**config.mk**
```make
export PLATFORM = sky130hd
export DESIGN_NAME = nwa_seq
export DESIGN_NICKNAME = d
export VERILOG_FILES = /design/src/rtl/nwa_pkg.sv /design/src/rtl/nwa_fifo.sv /design/src/rtl/nwa_setup_dec.sv /design/src/rtl/nwa_irq_bank.sv /design/src/rtl/nwa_seq.sv
export SDC_FILE = /design/constraint.sdc
export NUM_CORES = 1
export LEC_CHECK = 0
export BUFFER_PORTS_ARGS = -buffer_cell sky130_fd_sc_hd__buf_2
export CAP_MARGIN = 20
export CORE_UTILIZATION = 63
export CTS_CLUSTER_DIAMETER = 200
export DETAILED_ROUTE_END_ITERATION = 10
export PLACE_DENSITY = 0.95
export SLEW_MARGIN = 20
export SYNTH_ARGS = -nofsm -noshare
export SYNTH_HDL_FRONTEND = slang
export SYNTH_SLANG_ARGS = --single-unit
export TNS_END_PERCENT = 20
```
**constraint.sdc**
```tcl
create_clock -name clk -period 9.1 [get_ports clk]
set_input_delay 1.82 -clock clk [delete_from_list [all_inputs] [get_ports clk]]
set_output_delay 1.82 -clock clk [all_outputs]
set_load 0.01 [all_outputs]
```
**src/rtl/nwa_pkg.sv**
```systemverilog
package nwa_pkg;

    localparam logic [7:0] SETUP_WRITE_AHEAD = 8'h21;
    localparam int IRQ_N     = 5;
    localparam int IRQ_UNSUP = 0;
    localparam int IRQ_PERR  = 1;
    localparam int IRQ_CDONE = 2;
    localparam int IRQ_PDONE = 3;
    localparam int IRQ_PFAIL = 4;

    typedef enum logic [1:0] {
        SETUP_OK,
        SETUP_BAD_OP,
        SETUP_BAD_SPAN,
        SETUP_FULL
    } setup_verdict_e;

    // Opcode first, then span, then room in the queue.
    function automatic setup_verdict_e judge_setup(
        input logic [15:0] word,
        input int unsigned start_pg,
        input int unsigned ppb,
        input logic        full
    );
        int unsigned cnt;
        cnt = 32'(word[7:0]);
        if (word[15:8] != SETUP_WRITE_AHEAD) return SETUP_BAD_OP;
        if (cnt == 0 || start_pg + cnt > ppb) return SETUP_BAD_SPAN;
        if (full) return SETUP_FULL;
        return SETUP_OK;
    endfunction

endpackage

```
**src/rtl/nwa_fifo.sv**
```systemverilog
module nwa_fifo #(
    parameter int W     = 8,
    parameter int DEPTH = 4
) (
    input  logic                         clk,
    input  logic                         rst,
    input  logic                         push,
    input  logic                         pop,
    input  logic                         flush,
    input  logic [W-1:0]                 din,
    output logic [W-1:0]                 dout,
    output logic [$clog2(DEPTH+1)-1:0]   count
);
    localparam int AW = (DEPTH > 1) ? $clog2(DEPTH) : 1;
    localparam int CW = $clog2(DEPTH + 1);

    logic [W-1:0]  mem [DEPTH];
    logic [AW-1:0] rd_ptr, wr_ptr;
    logic          do_push, do_pop;

    function automatic logic [AW-1:0] step(input logic [AW-1:0] p);
        return (p == AW'(DEPTH - 1)) ? '0 : p + AW'(1);
    endfunction

    assign do_push = push && (count != CW'(DEPTH)) && !flush;
    assign do_pop  = pop && (count != '0) && !flush;
    assign dout    = mem[rd_ptr];

    always_ff @(posedge clk) begin
        if (do_push) mem[wr_ptr] <= din;
    end

    always_ff @(posedge clk) begin
        if (rst || flush) begin
            rd_ptr <= '0;
            wr_ptr <= '0;
            count  <= '0;
        end else begin
            if (do_push) wr_ptr <= step(wr_ptr);
            if (do_pop)  rd_ptr <= step(rd_ptr);
            count <= count + CW'(do_push) - CW'(do_pop);
        end
    end
endmodule

```
**src/rtl/nwa_setup_dec.sv**
```systemverilog
module nwa_setup_dec
    import nwa_pkg::*;
#(
    parameter int PAGES_PER_BLK = 64,
    parameter int PG_W          = $clog2(PAGES_PER_BLK)
) (
    input  logic [15:0]     word,
    input  logic [PG_W-1:0] start_page,
    input  logic            full,
    output setup_verdict_e  verdict
);
    always_comb begin
        verdict = judge_setup(word, 32'(start_page), PAGES_PER_BLK, full);
    end
endmodule

```
**src/rtl/nwa_irq_bank.sv**
```systemverilog
module nwa_irq_bank #(
    parameter int N = 5
) (
    input  logic         clk,
    input  logic         rst,
    input  logic [N-1:0] set,
    input  logic [N-1:0] clr,
    output logic [N-1:0] irq
);
    // A new event in the same cycle as a clear keeps its bit set.
    always_ff @(posedge clk) begin
        if (rst) irq <= '0;
        else     irq <= (irq & ~clr) | set;
    end
endmodule

```
**src/rtl/nwa_seq.sv**
```systemverilog
module nwa_seq
    import nwa_pkg::*;
#(
    parameter int PAGES_PER_BLK = 64,
    parameter int QDEPTH        = 4,
    parameter int BLK_W         = 10
) (
    input  logic                                 clk,
    input  logic                                 rst,
    input  logic                                 addr_valid,
    input  logic [BLK_W-1:0]                     addr_blk,
    input  logic [$clog2(PAGES_PER_BLK)-1:0]     addr_page,
    input  logic                                 setup_valid,
    input  logic [15:0]                          setup_word,
    input  logic                                 wr_valid,
    input  logic [BLK_W-1:0]                     wr_blk,
    input  logic [$clog2(PAGES_PER_BLK)-1:0]     wr_page,
    input  logic                                 prog_valid,
    input  logic                                 prog_fail,
    input  logic [BLK_W-1:0]                     prog_blk,
    input  logic [$clog2(PAGES_PER_BLK)-1:0]     prog_page,
    input  logic [4:0]                           irq_clr,
    output logic [4:0]                           irq,
    output logic                                 svc_valid,
    output logic                                 svc_pipe,
    output logic [BLK_W-1:0]                     svc_blk,
    output logic [$clog2(PAGES_PER_BLK)-1:0]     svc_page,
    output logic [BLK_W-1:0]                     err_blk,
    output logic [$clog2(PAGES_PER_BLK)-1:0]     err_page,
    output logic                                 seq_idle,
    output logic [$clog2(QDEPTH+1)-1:0]          q_count
);
    localparam int PG_W = $clog2(PAGES_PER_BLK);
    localparam int QC_W = $clog2(QDEPTH + 1);

    typedef struct packed {
        logic [BLK_W-1:0] blk;
        logic [PG_W-1:0]  page;
        logic [7:0]       cnt;
    } wa_cmd_t;

    typedef struct packed {
        logic [BLK_W-1:0] blk;
        logic [PG_W-1:0]  page;
    } pg_addr_t;

    // Latched start address for the next setup word
    pg_addr_t        start_q;
    // Pages of the oldest command already consumed
    logic [7:0]      head_off;

    wa_cmd_t         head, push_cmd;
    pg_addr_t        done_head, done_in;
    logic [QC_W-1:0] done_count;
    logic            q_full, q_empty, done_full, done_empty;
    setup_verdict_e  verdict;

    logic            wr_hit, wr_miss, head_last, cmd_pop, cmd_push;
    logic            done_match;
    logic [PG_W:0]   exp_page;
    logic [IRQ_N-1:0] irq_set;

    assign q_full     = (q_count == QC_W'(QDEPTH));
    assign q_empty    = (q_count == '0);
    assign done_full  = (done_count == QC_W'(QDEPTH));
    assign done_empty = (done_count == '0);

    nwa_setup_dec #(
        .PAGES_PER_BLK (PAGES_PER_BLK),
        .PG_W          (PG_W)
    ) u_dec (
        .word       (setup_word),
        .start_page (start_q.page),
        .full       (q_full),
        .verdict    (verdict)
    );

    // Ordering check against the oldest queued command
    always_comb begin
        exp_page  = {1'b0, head.page} + (PG_W+1)'(head_off);
        head_last = (head_off == head.cnt - 8'd1);
        wr_hit    = wr_valid && !q_empty && (wr_blk == head.blk) &&
                    (exp_page == {1'b0, wr_page});
        wr_miss   = wr_valid && !q_empty && !wr_hit;
        cmd_pop   = wr_hit && head_last;
        cmd_push  = setup_valid && (verdict == SETUP_OK);
        push_cmd  = '{blk: start_q.blk, page: start_q.page, cnt: setup_word[7:0]};
        done_in   = '{blk: wr_blk, page: wr_page};
        done_match = prog_valid && !done_empty &&
                     (prog_blk == done_head.blk) && (prog_page == done_head.page);
    end

    nwa_fifo #(
        .W     ($bits(wa_cmd_t)),
        .DEPTH (QDEPTH)
    ) u_cmdq (
        .clk   (clk),
        .rst   (rst),
        .push  (cmd_push),
        .pop   (cmd_pop),
        .flush (wr_miss),
        .din   (push_cmd),
        .dout  (head),
        .count (q_count)
    );

    // Final pages waiting for their program result, in pop order
    nwa_fifo #(
        .W     ($bits(pg_addr_t)),
        .DEPTH (QDEPTH)
    ) u_doneq (
        .clk   (clk),
        .rst   (rst),
        .push  (cmd_pop && !done_full),
        .pop   (done_match),
        .flush (1'b0),
        .din   (done_in),
        .dout  (done_head),
        .count (done_count)
    );

    always_comb begin
        irq_set            = '0;
        irq_set[IRQ_UNSUP] = setup_valid && (verdict != SETUP_OK);
        irq_set[IRQ_PERR]  = wr_miss;
        irq_set[IRQ_CDONE] = cmd_pop;
        irq_set[IRQ_PDONE] = done_match && !prog_fail;
        irq_set[IRQ_PFAIL] = prog_valid && prog_fail;
    end

    nwa_irq_bank #(.N(IRQ_N)) u_irq (
        .clk (clk),
        .rst (rst),
        .set (irq_set),
        .clr (irq_clr),
        .irq (irq)
    );

    always_ff @(posedge clk) begin
        if (rst) begin
            start_q   <= '0;
            head_off  <= '0;
            svc_valid <= 1'b0;
            svc_pipe  <= 1'b0;
            svc_blk   <= '0;
            svc_page  <= '0;
            err_blk   <= '0;
            err_page  <= '0;
        end else begin
            if (addr_valid) start_q <= '{blk: addr_blk, page: addr_page};
            if (wr_miss || cmd_pop) head_off <= '0;
            else if (wr_hit)        head_off <= head_off + 8'd1;
            svc_valid <= wr_valid;
            svc_pipe  <= wr_hit;
            if (wr_valid) begin
                svc_blk  <= wr_blk;
                svc_page <= wr_page;
            end
            if (prog_valid && prog_fail) begin
                err_blk  <= prog_blk;
                err_page <= prog_page;
            end
        end
    end

    assign seq_idle = q_empty;

endmodule

```
==> results_dict.tcl, run 1 <==
set metrics [dict create \
    antenna_found_initial 0 \
    startpoint_type "flip-flop" \
    p_per_area_nw_per_um2 192 \
    post_cts_buffers 0 \
    end_kind "flip-flop" \
    h-tree-depth 1 \
    layout.cells.most_common "edfxtp_1" \
    via_count 6517 \
    drv_cap 0 \
    async_flop_share_pct 0 \
    fillers 976 \
    die_w_um 130 \
    cts.repair.resized 0 \
    synth_top_family_by_area "multiplexers" \
    synthMuxAreaShare_pct 12.9 \
    viasPerCell 6.05 \
    die_h_um 130 \
    synthSimpleGateAreaFrac_pct 9.68 \
    clk_pin_slew_ns 0.07 \
    synth.top_cell.area_share_pct 46.3 \
    grt_pass1_vias 6389 \
    clk_latency_ns 0.51 \
    synth_xor_area_share_pct 4.63 \
    postCtsHoldBufs 0 \
    synth.largest_area_cell "edfxtp_1" \
    synth_compound_area_share_pct 4.75 \
    clkSinkCount 241 \
    drt_wl_total_um 22200 \
    die_area_sq_um 17000 \
    r2r_cells 11 \
    crit_path_max_fanout 26 \
    yosysUniqueCellTypes 64 \
    dp_cells 1034 \
    grt_usage_pct 26.5 \
    final-setup-viol-count 0 \
    ys_ff_latch 241 \
    fin_crit_ns 5.07 \
    fin_cells 1078 \
    max_freq_ghz 0.197 \
    core_sq_um 16000 \
    drv_slew 0 \
    syn_avg_cell_area_sq_um 14.4 \
    drtIter0Drc 408 \
    grt_max_degree 66 \
    drcViolationCount 0 \
    antenna_cells 0 \
    rsz0062_at_grt "false" \
    cts_buffer_depth 3 \
    grt_remaining_overflow 0 \
    worstPathArrival_ns 5.21 \
    synth_seq_area_share_pct 61.9 \
    synth_adder_area_share_pct 4.14 \
    gp_congestion 0.855 \
    cts_made_buffers 24 \
    slew_headroom_pct 43.2 \
    tns_ns 0 \
    start_util_pct 64.9 \
    finClkSkew_ns 0.0101 \
    synth_ff_type "edfxtp_1" \
    holdWs_ns 0.451 \
    required_ns 9.24 \
    hold_path.class "reg -> reg" \
    hold_viol 0 \
    ir_worst_vdd_mv 0.234 \
    syn_nets 831 \
    synth_edf_count 160 \
    path_class "reg -> reg" \
    placed_cell_area_sq_um 11100 \
    postSynthCellCount 723 \
    synth.area.top_cells "edfxtp_1, dfxtp_1, mux4_2" \
    fin_area_sq_um 12000 \
    p_leak_nw 4.44 \
    io_pins 119 \
    dp_hpwl_um 14300 \
    worst_pin_slew_ns 0.851 \
    grt_pass1_wl_um 33300 \
    ant_nets 0 \
    power_w 0.00230 \
    syn_area_sq_um 10400 \
    ys_warn_count 0 \
    finalNetCount 952 \
    drive_above_1_share_pct 24.2 \
    fin_crit_sh_pct 55.8 \
    first_pass_iters 5 \
    wl_per_cell_um 20.6 \
    holdPathStages 2 \
    std_cell_rows 46 \
    cts_tree "built" \
    final_cell_mix "edfxtp_1, buf_2, dfxtp_1" \
    status "finished, final reports clean" \
    areaGrowthSynthToFinish_pct 15.4 \
    numPortBuffers 118 \
    clock-root-buffer "clkbuf_16" \
]
==> state kept, by name, summed over array words and instances (netlist names), 3 cells and up, named ones only <==
name,cells
head_off,8
u_doneq.mem,64
u_irq.irq,5
u_cmdq.count,3
push_cmd,16
svc_blk,10
u_cmdq.mem,96
u_doneq.count,3
err_page,6
svc_page,6
err_blk,10
==> path summary, 6_finish.rpt <==
path                            slack [ns]       start                 to
worst min-delay path                  0.45  err_blk[1]         err_blk[1]
worst max-delay path                  4.03   flip-flop  u_cmdq.mem[3][15]
worst max register to register        4.03   flip-flop  u_cmdq.mem[3][15]
worst min register to register        0.45  err_blk[1]         err_blk[1]
==> logic make-up (layout without fill, tap and decap cells) <==
kind of cell | count (synthesis) | count (layout)
multiplexers | 81 | 81
AO/OA/AOI/OAI | 76 | 76
AND/OR/NAND/NOR | 190 | 190
flip-flops | 241 | 241
XOR/XNOR | 54 | 54
buffers and inverters | 49 | 188
adder cells (fa/ha/maj) | 32 | 32
==> power by group <==
group | internal [W] | switching (W)
sequential | 0.00118 | 0.0000114
combinational | 0.0000407 | 0.0000569
clock | 0.000618 | 0.000392
total | 0.00184 | 0.000461
==> through the flow <==
| step | utilization (%) | setup WS (ns) |
|---|---|---|
| after floorplan | - | 4.43 |
| after global placement | 69.7 | 3.62 |
| after detailed placement | 69.7 | 3.47 |
| after CTS | 74.9 | 3.67 |
| after global routing | 74.9 | 3.64 |
| final | 74.9 | 4.03 |
==> worst max-delay path, stage by stage (launching register included) <==
cell and delay [ns]:
dfxtp_1 0.31, buf_4 0.40, mux4_2 0.60, ha_1 0.23
fa_1 0.41, nand3_1 0.12, nand2_1 0.07, xnor2_1 0.27
nor4b_1 0.49, nand4bb_1 0.63, a21oi_1 0.54, and2_2 0.63
==> cell type report <==
type                            count  area [sq um]  share of cell area [%]
Clock inverter                      9           101                   0.845
Inverter                           21          78.8                   0.658
Clock buffer                       35           734                    6.13
Tap cell                          216           270                    2.25
Timing Repair Buffer              123           628                    5.24
Multi-Input combinational cell    433          3750                    31.3
Sequential cell                   241          6430                    53.6
==> layer usage <==
metal / part of all wire, % / routed length [um] / vias up / global-route usage, %
li1: - / - / 2963 / -
met1: 39 / 8570 / 3184 / 31.6
met2: 51 / 11400 / 300 / 47.8
met3: 6.0 / 1330 / 70 / 4.07
met4: 3.9 / 866 / 0 / 12.0
met5: 0 / 0 / - / 0
==> cell usage after synthesis (all sizes together) (2+ instances only) <==
library cell and n:
or4 2, buf 12, and3 2, clkbuf 16, edfxtp 160, dfxtp 81
mux4 38, nor4 7, inv 21, mux2 3, fa 4, xnor2 38
and2 12, o21ai 10, o311ai 2, a21o 2, nor4b 3, nor3 14
or3 15, a211oi 7, nand2 40, or2 2, nor2b 6, a21oi 36
nand4b 2, nand3 10, ha 28, a2111oi 3, or4b 2, nor2 53
nor3b 3, or3b 2, mux2i 40, a21boi 2, o31ai 3, xor2 16
nand2b 4, nand4 8
No activity file was read; power rests on OpenSTA's default activity.
==> inputs of run 2 (changes only) <==
- CORE_UTILIZATION: 63 -> 58
- PLACE_DENSITY: 0.95 -> 0.9
- clock period: 9.1 -> 4.88 ns (I/O delays scaled with it)
==> run 2 against run 1 <==
Sequential share of layout area decreased by 0.69 points. First-iteration DRC count increased by 2.7%. Utilization decreased by 5.2 points. Via count decreased by 0.51%. Hold slack got worse by 0.0019 ns. Sequential power increased by 87%. Design area increased by 1.3%. Power increased by 92%. Critical path depth increased by 5. Clock skew increased by 0.013 ns. Flip-flop and latch count unchanged. Register-to-register slack got worse by 3.7 ns. Largest cell class unchanged.
==> results_dict.tcl, run 2 (same netlist as run 1, synthesis figures left out) <==
set metrics [dict create \
    fin_crit_ns 4.59 \
    first_pass_iters 5 \
    wl_per_cell_um 19.5 \
    drv_cap 0 \
    fin_crit_sh_pct 94.0 \
    die_w_um 136 \
    p_per_area_nw_per_um2 364 \
    numPortBuffers 118 \
    drv_slew 0 \
    hold_path.class "reg -> reg" \
    postCtsHoldBufs 0 \
    core_sq_um 17400 \
    viasPerCell 5.89 \
    p_comb_share_pct 4.2 \
    cts_tree "built" \
    clkSinkCount 241 \
    status "finished, final reports clean" \
    fillers 1111 \
    gp_congestion 0.836 \
    ant_nets 0 \
    startpoint_type "flip-flop" \
    layout.cells.most_common "edfxtp_1" \
    largest-register "u_cmdq.mem" \
    rsz0062_at_grt "false" \
    grt_usage_pct 24.0 \
    cp.buffers_inverters 2 \
    post_cts_buffers 0 \
    clk_pin_slew_ns 0.06 \
    clk_latency_ns 0.53 \
    swShare_pct 20.1 \
    die_area_sq_um 18400 \
    slew_headroom_pct 48.1 \
    cp_top_family "adder cells" \
    areaGrowthSynthToFinish_pct 16.9 \
    max_stage_delay_ns 0.58 \
    antenna_found_initial 0 \
    holdWs_ns 0.449 \
    switching_power_w 0.000889 \
    tns_ns 0 \
    crit_top_cell "xnor2_1" \
    final-setup-viol-count 0 \
    drtIter0Drc 419 \
    largest_reg_flops 96 \
    grt_max_degree 51 \
    via_count 6484 \
    p_int_w 0.00353 \
    cts_buffer_depth 3 \
    clockPowerShare_pct 45.7 \
    h-tree-depth 1 \
    clock-root-buffer "clkbuf_16" \
    grt_pass1_vias 6384 \
    die_h_um 136 \
    slowest_stage "mux4_2" \
    cp_cell_sequence "buf_4, mux4_2, fa_1, xnor2_1, o311ai_0, nor4_2, nand4_1, or3_4, nor3_1, ha_1, inv_1, ha_1, fa_1, xnor2_1, xnor2_1, nor2_1" \
    path_class "reg -> reg" \
    worstPathArrival_ns 4.97 \
    grt_remaining_overflow 0 \
    required_ns 5.26 \
    grt_pass1_wl_um 33400 \
    seqPwrFrac_pct 50.2 \
    dp_hpwl_um 14100 \
    worst_pin_slew_ns 0.777 \
    finClkSkew_ns 0.0228 \
    crit_path_max_fanout 17 \
    finalNetCount 965 \
    start_util_pct 59.6 \
    cts.repair.resized 0 \
    drive_above_1_share_pct 25.2 \
    hold_viol 0 \
    p_leak_nw 4.52 \
    end_kind "flip-flop" \
    final_cell_mix "edfxtp_1, buf_2, dfxtp_1" \
    std_cell_rows 48 \
    io_pins 119 \
    cts_made_buffers 25 \
    max_freq_ghz 0.218 \
    antenna_cells 0 \
    ir_worst_vdd_mv 0.282 \
    drt_wl_total_um 21400 \
    drcViolationCount 0 \
]
==> run 2: changes by cell type in the layout (fill, tap and decap cells not counted), moves of 2 or more <==
cell       change
bufinv_16      +3
inv_6          +2
clkbuf_1       -2
clkbuf_8       -2
and2_1         +2
inv_4          -2
and2_2         -2
clkinv_2       +2
buf_4         +12
==> run 2: path summary, 6_finish.rpt <==
check,from,to,slack (ns),cells after the start
max,flip-flop,u_cmdq.count[2],0.29,16
min,err_blk[1],err_blk[1],0.45,2
max reg2reg,flip-flop,u_cmdq.count[2],0.29,16
min reg2reg,err_blk[1],err_blk[1],0.45,2
==> run 2: cell type report <==
| type | instances | area, sq um | share of cell area (%) |
|---|---|---|---|
| flip-flops and latches | 241 | 6430 | 52.9 |
| multi-input cells | 433 | 3740 | 30.8 |
| repair buffers | 135 | 718 | 5.92 |
| clock buffers | 30 | 674 | 5.55 |
| well taps | 225 | 282 | 2.32 |
| clock inverters | 16 | 218 | 1.79 |
| inverters | 21 | 78.8 | 0.649 |
==> run 2: through the flow <==
stage          worst slack (ns)  power (W)  util [%]  instances  area, sq um
3_3_place_gp              0.523    0.00243      64.6       1055        11200
5_1_grt                  0.0741    0.00454      69.7       1101        12100
4_1_cts                   0.349    0.00444      69.7       1101        12100
3_5_place_dp              0.390    0.00244      64.6       1055        11200
2_1_floorplan             0.474    0.00235         -        723        10400
6_report                  0.292    0.00442      69.7       1101        12100
==> run 2: layer usage <==
layer	global-route usage, %	wire length, um	up-vias
li1	-	-	2987
met1	29.5	8500	3177
met2	42.4	10900	263
met3	3.39	1180	57
met4	10.3	825	0
met5	0	0	-
==> run 2: worst min-delay path, delay by kind of cell, from the launching register on <==
family	cells	cell delay [ns]
compound gates	1	0.05
simple gates	1	0.05
flops	1	0.30
==> run 2: power groups by stage <==
stage	Combinational, W	Clock (W)	Sequential, W
floorplan	0.0000866	0	0.00226
global placement	0.000175	0	0.00226
detailed placement	0.000181	0	0.00226
CTS	0.000183	0.00204	0.00222
global route	0.000202	0.00212	0.00222
finish	0.000183	0.00202	0.00222
